==> src/rtl/hs_pkg.sv <==
package hs_pkg;
  localparam int CHAN_W = 3;
  typedef logic [CHAN_W-1:0] chan_t;
endpackage

==> src/rtl/hs_req_decode.sv <==
module hs_req_decode (
  input  logic clk,
  input  logic rst,
  input  logic rel_req_i,
  input  logic xfer_req_i,
  input  logic busy_i,
  input  logic sample_now_i,
  output logic launch_o,
  output logic dma_req_o,
  output logic ch2_req_o
);
  logic direct_c, ordinary_c;
  logic dma_req_q, ch2_req_q;

  // rel_req_i only counts while the sequencer is idle
  assign launch_o   = !busy_i && rel_req_i && !xfer_req_i;
  assign direct_c   = !busy_i && rel_req_i && xfer_req_i;
  assign ordinary_c = xfer_req_i && !direct_c && !sample_now_i;

  always_ff @(posedge clk) begin
    if (rst) begin
      dma_req_q <= 1'b0;
      ch2_req_q <= 1'b0;
    end else begin
      dma_req_q <= ordinary_c;
      ch2_req_q <= direct_c;
    end
  end

  assign dma_req_o = dma_req_q;
  assign ch2_req_o = ch2_req_q;

  // a slot capture never doubles as a request
  assert_slot_not_request_R7: assert property (@(posedge clk) disable iff (rst)
    (sample_now_i && xfer_req_i) |=> (!dma_req_q && !ch2_req_q));
  assert_direct_only_idle_R5: assert property (@(posedge clk) disable iff (rst)
    busy_i |=> !ch2_req_q);
endmodule

==> src/rtl/hs_release_seq.sv <==
module hs_release_seq #(
  parameter int DW  = 32,
  parameter int GAP = 2
) (
  input  logic          clk,
  input  logic          rst,
  input  logic          launch_i,
  input  logic          xfer_req_i,
  input  logic [DW-1:0] dbus_i,
  output logic          busy_o,
  output logic          sample_now_o,
  output logic          avail_o,
  output logic          desc_valid_o,
  output logic [DW-1:0] desc_data_o
);
  localparam int CW = $clog2(GAP + 1);

  logic          busy_q, avail_q, dvalid_q;
  logic [CW-1:0] cnt_q;
  logic [DW-1:0] desc_q;

  assign sample_now_o = busy_q && (cnt_q == CW'(GAP));

  always_ff @(posedge clk) begin
    if (rst) begin
      busy_q   <= 1'b0;
      cnt_q    <= '0;
      avail_q  <= 1'b0;
      dvalid_q <= 1'b0;
      desc_q   <= '0;
    end else begin
      avail_q  <= launch_i;
      dvalid_q <= sample_now_o && xfer_req_i;
      if (sample_now_o && xfer_req_i) desc_q <= dbus_i;
      if (launch_i) begin
        busy_q <= 1'b1;
        cnt_q  <= '0;
      end else if (busy_q) begin
        if (sample_now_o) busy_q <= 1'b0;
        else              cnt_q  <= cnt_q + 1'b1;
      end
    end
  end

  assign busy_o       = busy_q;
  assign avail_o      = avail_q;
  assign desc_valid_o = dvalid_q;
  assign desc_data_o  = desc_q;

  assert_strobe_single_R2: assert property (@(posedge clk) disable iff (rst)
    avail_q |=> !avail_q);
  assert_busy_blocks_launch_R6: assert property (@(posedge clk) disable iff (rst)
    busy_q |=> !avail_q);
  assert_desc_after_slot_R3: assert property (@(posedge clk) disable iff (rst)
    dvalid_q |-> $past(busy_q));
  assert_desc_single_R3: assert property (@(posedge clk) disable iff (rst)
    dvalid_q |=> !dvalid_q);
endmodule

==> src/rtl/hs_reply_gen.sv <==
module hs_reply_gen
  import hs_pkg::*;
(
  input  logic  clk,
  input  logic  rst,
  input  logic  launch_i,
  input  logic  svc_valid_i,
  input  chan_t svc_chan_i,
  output logic  svc_ready_o,
  output logic  reply_o,
  output chan_t chan_o
);
  logic  reply_q, accept_c;
  chan_t chan_q;

  // the bus-available strobe owns the shared pin in the next cycle
  assign svc_ready_o = !launch_i;
  assign accept_c    = svc_valid_i && svc_ready_o;

  always_ff @(posedge clk) begin
    if (rst) begin
      reply_q <= 1'b0;
      chan_q  <= '0;
    end else begin
      reply_q <= accept_c;
      chan_q  <= accept_c ? svc_chan_i : '0;
    end
  end

  assign reply_o = reply_q;
  assign chan_o  = chan_q;

  assert_reply_from_ack_R8: assert property (@(posedge clk) disable iff (rst)
    reply_q |-> $past(svc_valid_i));
  assert_chan_quiet_R8: assert property (@(posedge clk) disable iff (rst)
    !reply_q |-> (chan_q == '0));
endmodule

==> src/rtl/dbus_req_hs.sv <==
module dbus_req_hs
  import hs_pkg::*;
#(
  parameter int DW  = 32,
  parameter int GAP = 2
) (
  input  logic          clk,
  input  logic          rst,
  input  logic          rel_req_i,
  input  logic          xfer_req_i,
  input  logic [DW-1:0] dbus_i,
  input  logic          svc_valid_i,
  input  logic [2:0]    svc_chan_i,
  output logic          svc_ready_o,
  output logic          avail_id2_o,
  output logic          reply_stb_o,
  output logic [1:0]    chan_lo_o,
  output logic          dma_req_o,
  output logic          ch2_req_o,
  output logic          desc_valid_o,
  output logic [DW-1:0] desc_data_o
);
  logic  launch, busy, sample_now, avail, reply;
  chan_t chan;

  hs_req_decode u_dec (
    .clk          (clk),
    .rst          (rst),
    .rel_req_i    (rel_req_i),
    .xfer_req_i   (xfer_req_i),
    .busy_i       (busy),
    .sample_now_i (sample_now),
    .launch_o     (launch),
    .dma_req_o    (dma_req_o),
    .ch2_req_o    (ch2_req_o)
  );

  hs_release_seq #(.DW(DW), .GAP(GAP)) u_seq (
    .clk          (clk),
    .rst          (rst),
    .launch_i     (launch),
    .xfer_req_i   (xfer_req_i),
    .dbus_i       (dbus_i),
    .busy_o       (busy),
    .sample_now_o (sample_now),
    .avail_o      (avail),
    .desc_valid_o (desc_valid_o),
    .desc_data_o  (desc_data_o)
  );

  hs_reply_gen u_rep (
    .clk         (clk),
    .rst         (rst),
    .launch_i    (launch),
    .svc_valid_i (svc_valid_i),
    .svc_chan_i  (chan_t'(svc_chan_i)),
    .svc_ready_o (svc_ready_o),
    .reply_o     (reply),
    .chan_o      (chan)
  );

  // shared pin: strobe or channel bit 2, never both
  assign avail_id2_o = avail | (reply & chan[2]);
  assign reply_stb_o = reply;
  assign chan_lo_o   = chan[1:0];

  assert_pin_no_overlap_R9: assert property (@(posedge clk) disable iff (rst)
    !(avail && reply));
  assert_ready_tracks_launch_R9: assert property (@(posedge clk) disable iff (rst)
    (rel_req_i && !xfer_req_i && !busy) |-> !svc_ready_o);
endmodule

==> config.mk <==
export PLATFORM = sky130hd
export DESIGN_NAME = dbus_req_hs
export DESIGN_NICKNAME = d
export VERILOG_FILES = /design/src/rtl/hs_pkg.sv /design/src/rtl/hs_req_decode.sv /design/src/rtl/hs_release_seq.sv /design/src/rtl/hs_reply_gen.sv /design/src/rtl/dbus_req_hs.sv
export SDC_FILE = /design/constraint.sdc
export NUM_CORES = 1
export LEC_CHECK = 0
export ABC_AREA = 1
export ABC_CLOCK_PERIOD_IN_PS = 1480
export CAP_MARGIN = 5
export CORE_MARGIN = 8
export CORE_UTILIZATION = 46
export CTS_BUF_LIST = sky130_fd_sc_hd__clkbuf_16
export DETAILED_ROUTE_END_ITERATION = 12
export DONT_BUFFER_PORTS = 1
export GPL_ROUTABILITY_DRIVEN = 1
export GPL_TIMING_DRIVEN = 1
export SYNTH_ARGS = -nofsm -noshare
export SYNTH_HDL_FRONTEND = slang
export SYNTH_HIERARCHICAL = 1
export SYNTH_SLANG_ARGS = --single-unit
==> constraint.sdc <==
create_clock -name clk -period 1.48 [get_ports clk]
set_input_delay 0.296 -clock clk [delete_from_list [all_inputs] [get_ports clk]]
set_output_delay 0.296 -clock clk [all_outputs]
set_load 0.05 [all_outputs]
# After elaboration in Yosys (flattened, before gate mapping)
# Cells that the tools add are included.
# op_classes
reduce_logical	16
bitwise	4
n_eq_ne	1
add_sub_neg	1
mux	3
# op_table
cell	count
logical AND 1 bit	8
zero test 1 bit	5
OR reduction 2 bit	2
2-to-1 mux 1 bit	3
adder 2 x 1 -> 2 bit (second input constant)	1
equality test 2 bit (second input constant)	1
inverter 1 bit	2
AND reduction 2 bit	1
bitwise AND 1 bit	1
OR 1 bit	1
# totals
word_cells	34
inputBits	40
register_bits	43

# Logic depth before layout (Yosys ltp)
# Gate-level depths: netlist (run 1).
# logic_depth
ltp_word	7
depth_mapped	8
mapped_depth_nobuf	7

# Hierarchy
# The synthesis (run 1) kept the hierarchy.
# modules_own_cells
mod	instances	area_each_um2	seq_area_each_um2	cells_each
hs_release_seq	1	1532.7	740.7	229
hs_reply_gen	1	122.6	80.1	14
hs_req_decode	1	81.3	40.0	11
dbus_req_hs	1	11.3	0.0	3

# Least setup slack after synthesis (run 1)
# Ideal clock, no wire load.
# synth_path
path_kind	register to output
startpoint	reg u_rep.reply_q (netlist: u_rep/reply_o)
endpoint	out avail_id2_o
path_buffers	0
stages_incl_launch_ff	3
slack_ns	0.125
arrival_time_ns	1.059
path_cell_list	dfxtp_1 nand2_1 nand2_1
# synth_between
elab_chain_len	2
# synth_rtl
item	line	text
start, declared	hs_reply_gen.sv:13	logic reply_q, accept_c;
start signal, assigned	hs_reply_gen.sv:25	reply_q <= accept_c;
bitwise AND 1 bit	dbus_req_hs.sv:63	assign avail_id2_o = avail | (reply & chan[2]);
OR 1 bit	dbus_req_hs.sv:63	
end, declared	dbus_req_hs.sv:15	output logic avail_id2_o,
# No other way between the ends.

# Final worst setup path (run 1)
# layout_path
startpoint	reg u_seq.busy_q (netlist: u_seq/busy_o)
endpoint	out svc_ready_o
# layout_between
elab_chain_len	4
# layout_rtl
item	line	text
start, declared	hs_release_seq.sv:18	logic busy_q, avail_q, dvalid_q;
start signal, assigned	hs_release_seq.sv:26	busy_q <= 1'b0;
start signal, assigned	hs_release_seq.sv:36	busy_q <= 1'b1;
start signal, assigned	hs_release_seq.sv:39	if (sample_now_o) busy_q <= 1'b0;
zero test 1 bit	hs_req_decode.sv:16	assign launch_o = !busy_i && rel_req_i && !xfer_req_i;
logical AND 1 bit (2 in series)	hs_req_decode.sv:16	
via launch	dbus_req_hs.sv:23	logic launch, busy, sample_now, avail, reply;
zero test 1 bit	hs_reply_gen.sv:17	assign svc_ready_o = !launch_i;
end, declared	dbus_req_hs.sv:14	output logic svc_ready_o,
# The timed path passes the listed nets, and every way through them passes these cells.

==> results of run 1 <==
[registers in the layout, indices dropped and copies added (netlist names)]
name                count
u_seq/cnt_q             2
u_rep/reply_o           1
u_seq/busy_o            1
u_seq/desc_valid_o      1
u_seq/avail_o           1
u_seq/desc_data_o      32
u_rep/chan_o            3
u_dec/dma_req_o         1
u_dec/ch2_req_o         1
[layout by cell type (no fill, tap or decap), drive strengths merged]
master	count
nor2	81
nand2	75
inv	47
dfxtp	43
buf	14
clkbuf	5
nand3	1
ha	1
[worst max path at each step]
stage,from,to,slack [ns],cells after the start
after floorplan,u_rep/reply_o$_SDFF_PP0_,avail_id2_o,0.13,2
after global placement,u_seq/cnt_q[0]$_SDFFE_PP0P_,u_seq/desc_data_o[0]$_SDFFE_PP0P_,0.29,7
after detailed placement,u_seq/cnt_q[0]$_SDFFE_PP0P_,u_seq/desc_data_o[18]$_SDFFE_PP0P_,0.26,7
after CTS,u_seq/busy_o$_SDFF_PP0_,svc_ready_o,0.11,4
after global routing,u_seq/busy_o$_SDFF_PP0_,svc_ready_o,0.05,4
final,u_seq/busy_o$_SDFF_PP0_,svc_ready_o,0.13,4
[kinds of logic (layout without fill, tap and decap cells)]
group | Yosys count | count (layout) | synth area share
flip-flops | 43 | 43 | 0.4925
adder cells (fa/ha/maj) | 1 | 1 | 0.007157
AND/OR/NAND/NOR | 157 | 157 | 0.3593
buffers and inverters | 56 | 66 | 0.1410
[cell type report]
cell class	instances	area, µm²	area share
clock buffer	5	125.1	0.06223
tap	48	60.06	0.02987
inverter	46	172.7	0.08587
clock inverter	1	3.754	0.001867
sequential	43	860.8	0.4281
timing repair buffer	14	142.6	0.07094
multi-input combinational	158	645.6	0.3211
[stage by stage]
step / hold slack [ns] / setup WS (ns)
final: 0.08759 / 0.1326
after CTS: 0.07797 / 0.1118
after floorplan: 0.3675 / 0.1252
after global routing: 0.07297 / 0.05274
after detailed placement: 0.3704 / 0.2566
after global placement: 0.3683 / 0.2855
[per-layer routing]
layer / vias to the layer above / global-route usage
met2: 48 / 0.1997
met3: 5 / 0.08756
met1: 541 / 0.1253
li1: 737 / -
met4: 0 / 0.04528
met5: - / 0
[power by group through the flow]
stage               sequential [mW]  combinational, mW  clock [mW]
floorplan                      1.27             0.0826           0
global placement               1.26              0.123           0
detailed placement             1.26              0.124           0
CTS                            1.24              0.125        1.01
global route                   1.24              0.141        1.05
finish                         1.24              0.123       0.971
==> impl_metrics.csv, run 1 <==
group,metric,value,unit
global_route,antenna_found_initial,0,
sta,fin_crit_sh,0.9104,
setup_path,startpoint_type,"flip-flop",
floorplan,fp.dieW,77.64,µm
outcome,status,"finished clean",
placement,portBuffers,0,
floorplan,placementRows,22,
setup_path,cp-end-kind,"primary output",
final_layout,area_growth,15.03,%
logic_synthesis,synth_flop_cell,"dfxtp_1",
clock_network,clk_latency,0.27,ns
sta,rsz0062_at_grt,"false",
detailed_routing,drt-wirelength-per-cell,11.56,µm
sta,slew_viol_final,0,
final_layout,final_util,0.5492,
logic_synthesis,synth_warnings,6,
logic_synthesis,synth_top_cells_by_area,"dfxtp_1 49%, nor2_1 17%, nand2_1 13%",
setup_path,criticalPathCategory,"flip-flop to primary output",
logic_synthesis,synth_most_common_cell,"nor2_1",
sta,slew_headroom,0.6452,
pwr,p_clk_frac,0.417,
min_path,hold_class,"primary input to flip-flop",
setup_path,required,1.18,ns
clock_network,clock_sinks,43,
min_path,worstHoldPathCells,1,
sta,hold_violations,0,
pwr,switching_share,0.2181,
clock_network,holdBufCountCts,0,
min_path,hold-path-endpoint,"u_seq/avail_o$_SDFF_PP0_",
detailed_routing,drc,0,
setup_path,slowest_delay,0.38,ns
logic_synthesis,async_flop_share,0,
pwr,p_int,1.822,mW
floorplan,core_area,0.003661,mm²
final_layout,final_nets,309,
global_route,grt_max_degree,37,
global_route,grt_pass1_wl,6113,µm
clock_network,cts_setup_buffers,0,
logic_synthesis,yosysSeqAreaShare,0.4925,
pwr,p_switching,508.1,µW
clock_network,max-clock-path-buffers,2,
detailed_routing,num_vias,1331,
final_layout,fillers,378,
clock_network,cts_resized,1,
global_route,grt-ovfl-total,0,
floorplan,die_area,0.006028,mm²
detailed_routing,ant_nets,0,
logic_synthesis,synthDistinctLibCells,11,
pwr,p_seq_frac,0.530,
pwr,power.density,1159,mW/mm²
placement,dp_cells,309,
final_layout,fin_cells,315,
floorplan,ios,80,
logic_synthesis,synth_edf_count,0,
detailed_routing,avgViaCountPerCell,4.225,
logic_synthesis,syn_avg_cell_area,6.801,µm²
clock_network,cts.htree.levels,2,
clock_network,clkTransAtPathRegs,0.05,ns
pwr,power.leakage,1.096,nW
sta,skew,0.002647,ns
setup_path,arrival,1.05,ns
job,drv_cap,0,
clock_network,root_buffer,"clkbuf_16",
setup_path,critical_path_peak_fanout,4,
logic_synthesis,netlist.area_leader.share,0.4925,
clock_network,numCtsBuffers,5,
logic_synthesis,synthCells,257,
setup_path,ff2ff_path_depth,7,
setup_path,cpLargestDelayFamily,"flip-flops",
logic_synthesis,synth_nets,298,
sta,finalSetupViolations,0,
logic_synthesis,yosysTopAreaCell,"dfxtp_1",
global_route,grt_pass1_vias,1334,
pwr,peakVddDrop,589.5,µV
detailed_routing,wirelength,3641,µm
global_route,grt_usage,0.1250,
final_layout,stdcell_area,0.002011,mm²
pwr,p_comb_frac,0.053,
placement,placed_area,0.001882,mm²
setup_path,rrSetupSlack,0.26,ns
clock_network,tritoncts,"done",
logic_synthesis,synthesis.area,0.001748,mm²
detailed_routing,topRoutingLayerUsed,"met4",
setup_path,slowest_stage,"dfxtp_1",
setup_path,r2r-end,"u_seq/desc_data_o[1]$_SDFFE_PP0P_",
pwr,total_power,2.330,mW
logic_synthesis,synthTopCellsByCount,"79 x nor2_1, 62 x nand2_1, 46 x inv_1",
floorplan,start_util,0.4774,
detailed_routing,wl_met2,1663,µm
sta,setup-tns-final,0,ns
sta,worst_pin_slew,0.5315,ns
placement,gp_congestion,0.7029,
detailed_routing,first_pass_iters,4,
setup_path,cp_num_buf_inv,2,
final_layout,diodes,0,
setup_path,path_cells,"inv_1 > nand2_2 > nor2_1 > inv_2",
detailed_routing,dr_wl_met3,470,µm
sta,layout_min_cycle_time,1.347,ns
final_layout,layout-drive-gt1-share,0.1348,
setup_path,r2r-start,"u_seq/cnt_q[0]$_SDFFE_PP0P_",
floorplan,chipHeight,77.64,µm
logic_synthesis,ys_seq_elements,43,
sta,max_freq,742.2,MHz
detailed_routing,wl_met1,1463,µm
min_path,hold_path_startpoint,"rst",
detailed_routing,drt_iter0_drc,66,
placement,hpwl,2745,µm
Power figures use the tool's default switching activity.
==> run 2, diff against run 1 <==
ABC_CLOCK_PERIOD_IN_PS = 1350   (was 1480)
clock period = 1.35 ns   (was 1.48 ns; I/O delays follow)
==> run 2 against run 1 <==
  * Critical path depth rose by 1
  * Non-clock buffer count rose by 15
  * Total power rose by 12%
  * Routed wire length rose by 1.1%
  * Clock power rose by 12%
  * Sequential power rose by 8%
  * Design area rose by 6.2%
  * Global-route usage rose by 0.081 points
==> impl_metrics.csv, run 2 (synthesized netlist as in run 1, its figures left out) <==
group,metric,value,unit
clock_network,clock_sinks,43,
clock_network,holdBufCountCts,0,
clock_network,root_buffer,"clkbuf_16",
global_route,grt_max_degree,36,
global_route,grt_usage,0.1258,
floorplan,fp.dieW,77.64,µm
placement,placed_area,0.001979,mm²
final_layout,layout_commonest_cell,"nor2_1",
sta,rsz0062_at_grt,"false",
detailed_routing,drt-wirelength-per-cell,11.12,µm
clock_network,clkTransAtPathRegs,0.05,ns
placement,gp_congestion,0.7024,
sta,hold_ws,0.06025,ns
global_route,grt-ovfl-total,0,
placement,hpwl,2743,µm
min_path,hold_class,"primary input to flip-flop",
setup_path,arrival,1.02,ns
sta,worst_pin_slew,0.5257,ns
final_layout,final_nets,324,
job,drv_cap,0,
detailed_routing,drt_iter0_drc,67,
setup_path,cpLargestDelayFamily,"flip-flops",
floorplan,core_area,0.003661,mm²
clock_network,tritoncts,"done",
clock_network,cts.htree.levels,2,
final_layout,final_cell_mix,"78 x nor2_1, 62 x nand2_1, 45 x inv_1",
setup_path,startpoint_type,"flip-flop",
floorplan,start_util,0.4774,
pwr,power.leakage,1.177,nW
sta,setup-tns-final,0,ns
sta,layout_min_cycle_time,1.287,ns
sta,hold_violations,0,
sta,max_freq,777.0,MHz
detailed_routing,ant_nets,0,
outcome,status,"finished clean",
final_layout,fillers,354,
placement,dp_cells,322,
setup_path,slowest_delay,0.33,ns
placement,portBuffers,0,
sta,fin_crit_sh,0.9533,
final_layout,stdcell_area,0.002136,mm²
pwr,peakVddDrop,1028,µV
floorplan,placementRows,22,
final_layout,final_util,0.5834,
clock_network,clk_latency,0.27,ns
detailed_routing,wirelength,3680,µm
final_layout,area_growth,22.19,%
floorplan,ios,80,
setup_path,slowest_stage,"dfxtp_2",
detailed_routing,avgViaCountPerCell,4.218,
final_layout,largest_reg_flops,32,
detailed_routing,first_pass_iters,4,
global_route,grt_pass1_vias,1407,
sta,skew,0.002508,ns
setup_path,criticalPathCategory,"flip-flop to primary output",
setup_path,cp_num_buf_inv,3,
setup_path,path_cells,"inv_2 > nand2_2 > nor2_2 > inv_1 > buf_6",
pwr,power.density,1217,mW/mm²
sta,setup_slack,0.06305,ns
final_layout,fin_cells,331,
clock_network,numCtsBuffers,5,
setup_path,critical_path_peak_fanout,2,
pwr,total_power,2.599,mW
placement,dp_slack,0.1438,ns
floorplan,chipHeight,77.64,µm
clock_network,max-clock-path-buffers,2,
sta,slew_headroom,0.6491,
setup_path,required,1.08,ns
setup_path,cp-end-kind,"primary output",
final_layout,diodes,0,
global_route,grt_pass1_wl,6161,µm
sta,finalSetupViolations,0,
detailed_routing,drc,0,
global_route,antenna_found_initial,0,
detailed_routing,num_vias,1396,
final_layout,layout-drive-gt1-share,0.1908,
floorplan,die_area,0.006028,mm²
sta,slew_viol_final,0,
## run 2: path summary, 6_finish.rpt
| kind | from | endpoint | slack, ns | depth (start not counted) |
|---|---|---|---|---|
| worst max register to register | u_seq/cnt_q[0]$_SDFFE_PP0P_ | u_seq/desc_data_o[1]$_SDFFE_PP0P_ | 0.14 | 7 |
| worst min register to register | u_seq/cnt_q[1]$_SDFFE_PP0P_ | u_seq/cnt_q[1]$_SDFFE_PP0P_ | 0.49 | 2 |
| worst max-delay path | u_seq/busy_o$_SDFF_PP0_ | svc_ready_o | 0.06 | 5 |
| worst min-delay path | rst | u_seq/avail_o$_SDFF_PP0_ | 0.06 | 1 |
## run 2: layout make-up
type / count / area [µm²] / area share
inverter: 46 / 172.7 / 0.08084
multi-input combinational: 158 / 648.1 / 0.3035
clock buffer: 5 / 125.1 / 0.05858
timing repair buffer: 29 / 259.0 / 0.1213
sequential: 43 / 862.1 / 0.4036
clock inverter: 2 / 8.758 / 0.004101
tap: 48 / 60.06 / 0.02812
## run 2: power breakdown
part / leakage [nW] / switching, mW / internal [mW]
combinational: 0.762 / 0.106 / 0.0597
clock: 0.0671 / 0.430 / 0.663
sequential: 0.348 / 0.0449 / 1.30
total: 1.18 / 0.580 / 2.02
## run 2: routing by layer
layer,up-vias,GRT usage,routed length (µm)
met3,2,0.08641,466
li1,770,-,-
met4,0,0.05094,27
met5,-,0,0
met1,574,0.1242,1524
met2,50,0.2022,1662
## run 2: worst reg2reg max path: stages, from the launching register on
cell,delay (ns)
dfxtp_1,0.34
inv_1,0.05
ha_1,0.22
nand3_2,0.12
buf_12,0.20
nand2_1,0.08
nand2_1,0.06
nor2_1,0.04
## run 2: repair_timing
action,in CTS,in global routing
setup endpoints to repair,1,1
setup buffers,0,2
pin swaps,0,2
gates resized for setup,3,1
